**src/rtl/big_pkg.sv**
```systemverilog
// Package: register address map shared by the initialization gate.
// Assumes configuration registers occupy a contiguous window after control.
package big_pkg;
    localparam int unsigned ADDR_ENABLE = 0;  // enable register
    localparam int unsigned ADDR_CTRL   = 1;  // control register (cfg done)
    localparam int unsigned ADDR_CFG0   = 2;  // first configuration register

    typedef enum logic [1:0] {
        RS_LOCKED  = 2'd0,   // enable 0: registers ignored
        RS_CONFIG  = 2'd1,   // enable 1, done 0: configuration phase
        RS_RUNNING = 2'd2    // done 1: traffic open
    } run_state_e;
endpackage

```
**src/rtl/big_regs.sv**
```systemverilog
// Module: CPU register file holding the enable bit, the set-only
// configuration-done bit and NUM_CFG configuration registers.
// Assumes single-cycle strobes; read data is combinational.
module big_regs
    import big_pkg::*;
#(
    parameter int unsigned ADDR_W  = 4,
    parameter int unsigned DATA_W  = 32,
    parameter int unsigned NUM_CFG = 8
) (
    input  logic              clk,
    input  logic              rst_n,
    input  logic              cpu_wr,
    input  logic              cpu_rd,
    input  logic [ADDR_W-1:0] cpu_addr,
    input  logic [DATA_W-1:0] cpu_wdata,
    output logic [DATA_W-1:0] cpu_rdata,
    output logic              enable_o,
    output logic              cfg_done_o
);
    localparam logic [ADDR_W-1:0] A_EN   = ADDR_W'(ADDR_ENABLE);
    localparam logic [ADDR_W-1:0] A_CTRL = ADDR_W'(ADDR_CTRL);

    logic              en_q;
    logic              done_q;
    logic [DATA_W-1:0] cfg_q [NUM_CFG];
    logic              sel_en;
    logic              sel_ctrl;
    logic [NUM_CFG-1:0] sel_cfg;
    run_state_e        state;

    assign sel_en   = (cpu_addr == A_EN);
    assign sel_ctrl = (cpu_addr == A_CTRL);

    // Enable bit: always writable by the CPU.
    always_ff @(posedge clk) begin
        if (!rst_n)
            en_q <= 1'b0;
        else if (cpu_wr && sel_en)
            en_q <= cpu_wdata[0];
    end

    // Configuration-done: set-only, and only while enabled.
    always_ff @(posedge clk) begin
        if (!rst_n)
            done_q <= 1'b0;
        else if (cpu_wr && en_q && sel_ctrl && cpu_wdata[0])
            done_q <= 1'b1;
    end

    // One configuration register per slot, written only while enabled.
    for (genvar g = 0; g < NUM_CFG; g++) begin : g_cfg
        localparam logic [ADDR_W-1:0] A_SLOT = ADDR_W'(ADDR_CFG0 + g);
        assign sel_cfg[g] = (cpu_addr == A_SLOT);
        always_ff @(posedge clk) begin
            if (!rst_n)
                cfg_q[g] <= '0;
            else if (cpu_wr && en_q && sel_cfg[g])
                cfg_q[g] <= cpu_wdata;
        end
    end

    // Phase summary used by the read path.
    always_comb begin
        if (done_q)
            state = RS_RUNNING;
        else if (en_q)
            state = RS_CONFIG;
        else
            state = RS_LOCKED;
    end

    // Read mux: enable register always visible, others only when enabled.
    always_comb begin
        cpu_rdata = '0;
        if (cpu_rd) begin
            if (sel_en) begin
                cpu_rdata[0] = en_q;
            end else if (en_q) begin
                if (sel_ctrl)
                    cpu_rdata[0] = (state == RS_RUNNING);
                for (int i = 0; i < NUM_CFG; i++)
                    if (sel_cfg[i])
                        cpu_rdata = cfg_q[i];
            end
        end
    end

    assign enable_o   = en_q;
    assign cfg_done_o = done_q;

    AST_RST_CLEAR: assert property (@(posedge clk) !rst_n |=> (!en_q && !done_q));
    AST_DONE_STICKY: assert property (@(posedge clk) disable iff (!rst_n) done_q |=> done_q);
    AST_LOCKED_NO_DONE: assert property (@(posedge clk) disable iff (!rst_n) (!en_q && !done_q) |=> !done_q);
    AST_EN_WRITE: assert property (@(posedge clk) disable iff (!rst_n) (cpu_wr && sel_en) |=> (en_q == $past(cpu_wdata[0])));
endmodule

```
**src/rtl/big_access.sv**
```systemverilog
// Module: gates inbound (target) and outbound (master) accesses on the
// configuration-done bit and emits a one-cycle error on refused outbound
// requests. Assumes request inputs are synchronous to clk.
module big_access (
    input  logic clk,
    input  logic rst_n,
    input  logic cfg_done,
    input  logic in_req,
    output logic in_accept,
    output logic in_retry,
    input  logic out_req,
    output logic out_grant,
    output logic out_blocked,
    output logic out_err
);
    logic blk;
    logic prev_blk_q;
    logic err_q;

    // Inbound response: retry until configuration completes.
    always_comb begin
        in_accept = in_req &&  cfg_done;
        in_retry  = in_req && !cfg_done;
    end

    // Outbound response: refuse until configuration completes.
    always_comb begin
        out_grant = out_req &&  cfg_done;
        blk       = out_req && !cfg_done;
    end
    assign out_blocked = blk;

    // Error pulse on the first cycle of each run of blocked requests.
    always_ff @(posedge clk) begin
        if (!rst_n) begin
            prev_blk_q <= 1'b0;
            err_q      <= 1'b0;
        end else begin
            prev_blk_q <= blk;
            err_q      <= blk && !prev_blk_q;
        end
    end
    assign out_err = err_q;

    AST_IN_ONE_RESP: assert property (@(posedge clk) disable iff (!rst_n) in_req |-> (in_accept != in_retry));
    AST_OUT_HELD: assert property (@(posedge clk) disable iff (!rst_n) (out_req && !cfg_done) |-> (!out_grant && out_blocked));
    AST_ERR_ONE: assert property (@(posedge clk) disable iff (!rst_n) out_err |=> !out_err);
    AST_ERR_CAUSE: assert property (@(posedge clk) disable iff (!rst_n) out_err |-> $past(out_blocked));
endmodule

```
**src/rtl/big_arb.sv**
```systemverilog
// Module: arbitration gate. In host mode before configuration completes it
// grants the bus to master 0 (the controller) and hides requests; otherwise
// it passes requests and grants through. Assumes bit 0 is the controller.
module big_arb #(
    parameter int unsigned N_MST = 4
) (
    input  logic             clk,
    input  logic             rst_n,
    input  logic             host_mode,
    input  logic             cfg_done,
    input  logic [N_MST-1:0] arb_req_in,
    input  logic [N_MST-1:0] arb_gnt_in,
    output logic [N_MST-1:0] arb_req_out,
    output logic [N_MST-1:0] arb_gnt_out
);
    logic bypass;

    assign bypass = host_mode && !cfg_done;

    // Per-master gating: self grant for bit 0 during bypass, pass otherwise.
    for (genvar m = 0; m < N_MST; m++) begin : g_mst
        localparam logic SELF = (m == 0);
        assign arb_gnt_out[m] = bypass ? SELF : arb_gnt_in[m];
        assign arb_req_out[m] = bypass ? 1'b0 : arb_req_in[m];
    end

    AST_SELF_OWN: assert property (@(posedge clk) disable iff (!rst_n) (host_mode && !cfg_done) |-> (arb_gnt_out[0] && $countones(arb_gnt_out) == 1 && arb_req_out == '0));
    AST_PASS_NORMAL: assert property (@(posedge clk) disable iff (!rst_n) !host_mode |-> (arb_gnt_out == arb_gnt_in && arb_req_out == arb_req_in));
endmodule

```
**src/rtl/bus_init_gate.sv**
```systemverilog
// Module: top of the bus controller initialization gate. Connects the
// register file, the access gate and the arbitration gate.
// Assumes host_mode is static after reset.
module bus_init_gate #(
    parameter int unsigned ADDR_W  = 4,
    parameter int unsigned DATA_W  = 32,
    parameter int unsigned NUM_CFG = 8,
    parameter int unsigned N_MST   = 4
) (
    input  logic              clk,
    input  logic              rst_n,
    input  logic              cpu_wr,
    input  logic              cpu_rd,
    input  logic [ADDR_W-1:0] cpu_addr,
    input  logic [DATA_W-1:0] cpu_wdata,
    output logic [DATA_W-1:0] cpu_rdata,
    input  logic              host_mode,
    input  logic              in_req,
    output logic              in_accept,
    output logic              in_retry,
    input  logic              out_req,
    output logic              out_grant,
    output logic              out_blocked,
    output logic              out_err,
    input  logic [N_MST-1:0]  arb_req_in,
    output logic [N_MST-1:0]  arb_req_out,
    input  logic [N_MST-1:0]  arb_gnt_in,
    output logic [N_MST-1:0]  arb_gnt_out
);
    logic enable;
    logic cfg_done;

    big_regs #(
        .ADDR_W (ADDR_W),
        .DATA_W (DATA_W),
        .NUM_CFG(NUM_CFG)
    ) u_regs (
        .clk       (clk),
        .rst_n     (rst_n),
        .cpu_wr    (cpu_wr),
        .cpu_rd    (cpu_rd),
        .cpu_addr  (cpu_addr),
        .cpu_wdata (cpu_wdata),
        .cpu_rdata (cpu_rdata),
        .enable_o  (enable),
        .cfg_done_o(cfg_done)
    );

    big_access u_access (
        .clk        (clk),
        .rst_n      (rst_n),
        .cfg_done   (cfg_done),
        .in_req     (in_req),
        .in_accept  (in_accept),
        .in_retry   (in_retry),
        .out_req    (out_req),
        .out_grant  (out_grant),
        .out_blocked(out_blocked),
        .out_err    (out_err)
    );

    big_arb #(
        .N_MST(N_MST)
    ) u_arb (
        .clk        (clk),
        .rst_n      (rst_n),
        .host_mode  (host_mode),
        .cfg_done   (cfg_done),
        .arb_req_in (arb_req_in),
        .arb_gnt_in (arb_gnt_in),
        .arb_req_out(arb_req_out),
        .arb_gnt_out(arb_gnt_out)
    );

    AST_DONE_NEEDS_EN: assert property (@(posedge clk) disable iff (!rst_n) $rose(cfg_done) |-> $past(enable));
endmodule

```
**config.mk**
```make
export PLATFORM = sky130hd
export DESIGN_NAME = bus_init_gate
export DESIGN_NICKNAME = d
export VERILOG_FILES = /design/src/rtl/big_pkg.sv /design/src/rtl/big_regs.sv /design/src/rtl/big_access.sv /design/src/rtl/big_arb.sv /design/src/rtl/bus_init_gate.sv
export SDC_FILE = /design/constraint.sdc
export NUM_CORES = 1
export LEC_CHECK = 0
export ABC_AREA = 1
export CELL_PAD_IN_SITES_DETAIL_PLACEMENT = 1
export CELL_PAD_IN_SITES_GLOBAL_PLACEMENT = 2
export CORE_ASPECT_RATIO = 1.1
export CORE_UTILIZATION = 38
export CTS_CLUSTER_SIZE = 8
export DETAILED_ROUTE_END_ITERATION = 16
export PLACE_DENSITY = 0.84
export SYNTH_ARGS = -nofsm -noshare
export SYNTH_HDL_FRONTEND = slang
export SYNTH_HIERARCHICAL = 1
export SYNTH_SLANG_ARGS = --single-unit
```
**constraint.sdc**
```tcl
create_clock -name clk -period 5 [get_ports clk]
set_input_delay 0.75 -clock clk [delete_from_list [all_inputs] [get_ports clk]]
set_output_delay 0.75 -clock clk [all_outputs]
set_load 0.03 [all_outputs]
```
# Yosys cells after proc, flatten, opt, wreduce, memory -nomap -nowiden
# Memory sizes are Yosys's and may differ from the RTL's.
# Index checks and enable logic that the tools add are counted.
[totals]
inputBits = 51
output_inout_bits = 45
mem_bits_rw = 256
regBits = 4
elab_cells = 100
mem_count = 1
[mem_list]
columns = ["memory", "depth", "width", "read_ports", "rd_ports_with_merged_regs", "write_ports", "line", "rtl"]
rows = [
  ["u_regs.cfg_q", 8, 32, 8, 0, 8, "big_regs.sv:26", "logic [DATA_W-1:0] cfg_q [NUM_CFG];"],
]
[classes]
n_mux = 56
eq_ne = 10
n_reduce_logical = 21
bitwise_logic = 8
[op_table]
columns = ["operator", "n"]
rows = [
  ["32-bit two-way mux", 18],
  ["1-bit two-way mux", 36],
  ["31-bit two-way mux", 1],
  ["1-bit logical AND", 18],
  ["4-bit by 3-bit == test with 1-bit output (second input constant)", 4],
  ["4-bit by 2-bit == test with 1-bit output (second input constant)", 2],
  ["4-bit == test (second input constant)", 2],
  ["1-bit OR", 8],
  ["4-bit by 1-bit == test with 1-bit output (second input constant)", 1],
  ["4-bit zero test", 1],
  ["2-bit == test (second input constant)", 1],
  ["1-bit zero test", 2],
  ["2-bit two-way mux", 1],
]

# Depth between registers and ports, before layout
[depth]
ltp_word = 15
mapped_depth = 13
mapped_depth_nobuf = 13

# Hierarchy
# The synthesis kept the hierarchy.
[modules_own_cells]
columns = ["mod", "n_inst", "seq_area_each_um2", "area_each_um2", "cells_per_inst"]
rows = [
  ["big_regs", 1, 7727.4, 11245.8, 1100],
  ["big_arb", 1, 0.0, 121.4, 19],
  ["big_access", 1, 40.0, 93.8, 14],
]

# Worst setup path after synthesis
# Ideal clock, no wire load.
[synth_timing]
path_type = "input-to-reg"
from = "in cpu_addr[1]"
to = "mem u_regs.cfg_q[2][0], in the netlist u_regs/cfg_q[0][64], enable pin"
t_required_ps = 4534
path_buffers = 1
cell_stages = 4
slack_ps = 920
arrival_time_ps = 3614
setup_ps = 466
path_cell_list = "nor2_1 -> nand2_2 -> clkbuf_1 -> o21ai_0"
[synth_rtl]
columns = ["element", "line", "rtl"]
rows = [
  ["start: declaration", "bus_init_gate.sv:14", "input logic [ADDR_W-1:0] cpu_addr,"],
  ["end: declaration", "big_regs.sv:26", ""],
]

# Worst setup path after layout
[layout_timing]
from = "in cpu_addr[1]"
to = "out cpu_rdata[10]"
[layout_via]
elab_chain_len = 12
word_cells_on_any_way = 20
classes_between = "eq/ne (8); mux (11); reduce/logical (1)"
[layout_rtl]
columns = ["element", "line", "rtl"]
rows = [
  ["4-bit by 2-bit == test with 1-bit output", "big_regs.sv:54", "assign sel_cfg[g] = (cpu_addr == A_SLOT);"],
  ["32-bit two-way mux (8 in series)", "big_regs.sv:83", "if (sel_cfg[i])"],
  ["32-bit two-way mux", "big_regs.sv:79", "end else if (en_q) begin"],
  ["31-bit two-way mux (*)", "big_regs.sv:77", "if (sel_en) begin"],
  ["32-bit two-way mux (*)", "big_regs.sv:76", "if (cpu_rd) begin"],
  ["end: declaration", "bus_init_gate.sv:16", "output logic [DATA_W-1:0] cpu_rdata,"],
]
# Mark *: on every way between the ends. The rest lies on a longest branch, timed or not.

==> results.cfg <==
[run_status]
status = complete, no violations

[worst_setup_path]
crit_type = in -> out
cp-start-kind = input port
cp.arrival_ns = 3.67
cp-end-kind = primary output
worstPathMaxFanout = 26
path_buf_inv = 4
cp_slowest_cell = clkdlybuf4s50_1
critPathMaxStageDelay_ns = 0.65
timing.critical_path.max_delay_family = buffers and inverters
cp_cell_sequence = clkdlybuf4s50_1 -> nor2_1 -> nand2_2 -> buf_12 -> nor2_1 -> nor2_1 -> nand2_1 -> o21ai_0 -> nand3_1 -> nand2_1 -> inv_1 -> clkdlybuf4s50_1
crit_required_ns = 4.25
crit_path_frequent_cell = nor2_1

[sta]
slew_viol_final = 0
hold_viol = 0
max_freq_ghz = 0.226
tightest_slew_ns = 0.957
min_period_ns = 4.42
rsz0062_at_grt = false
setup_tns_ns = 0
period_share = 0.884
relSlewSlack = 0.361
layout_setup_ws_ns = 0.578
fin_skew_ns = 0.00876
setup_violations = 0

[clock_network]
cts_tree = yes
cts_buffers = 38
cts_max_level = 2
cts.sinks = 260
post_cts_buffers = 0
cts_resized = 0
clockBufferDepth = 3
clkLatencyLatePin_ns = 0.51
hold_buffers = 0
cts_root_buffer = clkbuf_16
clk_pin_slew_ns = 0.05

[global_routing]
antenna_found_initial = 0
grt_max_degree = 33
grt_pass1_vias = 8981
grt-ovfl-total = 0
grt_pass1_wl_um = 52700
grtUsageTotal = 0.229

[run]
drv_cap = 0

[synthesis]
yosysMostFrequentCell = nor2_1
synth_top_flop_cell = edfxtp_1
avgSynthCellArea_um2 = 10.1
synth_top_family_by_area = simple AND/OR/NAND/NOR gates
yosys-top-cells-count = nor2_1 (327), edfxtp_1 (256), nand2_1 (204)
synth_area_um2 = 11500
yosys-top-cells-area = edfxtp_1 (67%), nor2_1 (11%), nand2_1 (6.7%), nand3_1 (2.9%), inv_1 (2.2%)
synthAdderAreaFrac = 0
synth_compound_gate_area_share = 0.0405
yosysUniqueCellTypes = 25
yosys.area_share.simple = 0.231
synth.top_cell.area_share = 0.671
syn-num-nets = 1184
synth.ff_latch_count = 260
synth-xor-area-share = 0
async_reset_ff_frac = 0
synth_edf_count = 256
yosys.area.top_type = edfxtp_1
synthMuxAreaShare = 0
ys_seq_area_frac = 0.678
synth_warnings = 6
syn-instance-count = 1133

[place]
gp_congestion = 0.770
dp_hpwl_um = 20600
pre_cts_ws_ns = 0.586
numPortBuffers = 95

[floorplan]
die_w_um = 168
die_area_um2 = 30900
die_h_um = 184
core_um2 = 29600
io_pins = 96
start_util = 0.387
rows = 66

[final_layout]
antenna_cells = 0
drive_gt1_frac = 0.0985
nets = 1293
areaGrowthSynthToFinish_pct = 22.2
fillers = 3204

[drt]
vias = 8577
drcViolationCount = 0
drtIter0Drc = 582
ant_nets = 0
wirelength_um = 34100
vias_per_cell = 5.28
wl_per_cell_um = 21.0
dr.pass1.iters = 4

[pwr]
p_per_area_nw_per_um2 = 360
vdd_drop_max_v = 0.000225
p_leak_nw = 5.59

[hold_path]
hp-class = reg -> reg
[per-layer routing]
layer  vias to the layer above  wire length [µm]  global-route usage
met5                         -                 0                   0
met4                         0               867              0.0679
met2                       201             17900               0.420
met3                        62              1320              0.0277
met1                      4339             14100               0.282
li1                       3975                 -                   -
[cell families (layout without fill, tap and decap cells)]
| kind of cell | count (synthesis) | count (layout) |
|---|---|---|
| and+or+nand+nor | 645 | 645 |
| DFF | 260 | 260 |
| buffers and inverters | 141 | 257 |
| AOI/OAI and AO/OA | 87 | 87 |
[layout make-up]
type                            count  area, µm²  share of cell area
Multi-Input combinational cell    732       3200               0.229
Inverter                           80        303              0.0216
Clock inverter                      2       12.5            0.000894
Clock buffer                       45       1010              0.0720
Tap cell                          374        468              0.0334
Timing Repair Buffer              130       1240              0.0885
Sequential cell                   260       7770               0.555
[path summary, 6_finish.rpt]
path / from / end / slack (ns) / cells past startpoint
setup reg to reg: u_regs/enable_o$_SDFFE_PN0P_ / u_regs/cfg_q[0][55]$_SDFFCE_PN0P_ / 2.41 / 4
hold reg to reg: u_access/prev_blk_q$_SDFF_PN0_ / u_access/out_err$_SDFF_PN0_ / 0.40 / 1
setup / recovery: cpu_addr[1] / cpu_rdata[10] / 0.58 / 12
hold / removal: u_access/prev_blk_q$_SDFF_PN0_ / u_access/out_err$_SDFF_PN0_ / 0.40 / 1
[through the flow]
step / std cells / utilization / hold slack (ns) / cell area, µm² / power, mW
after floorplan: 1133 / - / 0.383 / 11500 / 2.67
after detailed placement: 1576 / 0.438 / 0.395 / 13000 / 2.81
after CTS: 1623 / 0.472 / 0.405 / 14000 / 5.08
final: 1623 / 0.472 / 0.402 / 14000 / 5.04
after global routing: 1623 / 0.472 / 0.423 / 14000 / 5.17
after global placement: 1576 / 0.438 / 0.388 / 13000 / 2.80
[cells in the final DEF, fill, tap and decap left out, types with 3 or more instances in the layout]
cell type        instances
a21oi_1                 17
a21oi_2                  7
buf_4                   33
clkbuf_1                 5
clkbuf_16               39
clkdlybuf4s50_1         95
dfxtp_1                  4
edfxtp_1               256
inv_1                   66
inv_2                   13
nand2_1                204
nand2_2                  5
nand3_1                 67
nand3_2                  3
nand4_1                 30
nor2_1                 325
nor2_2                   5
o21ai_0                 26
o21ai_1                 28
o21ai_4                  8
or2_2                    3
[state kept, by name, summed over array words and instances (netlist names)]
name,cells
u_access/out_err,1
u_regs/enable_o,1
u_access/prev_blk_q,1
u_regs/cfg_done_o,1
u_regs/cfg_q,256
[report_power, final]
group	switching [mW]	total (mW)	internal [mW]
Sequential	0.0196	2.48	2.46
Combinational	0.199	0.287	0.0877
Clock	0.874	2.27	1.39
Total	1.09	5.04	3.95
(Power assumes the default switching activity.)
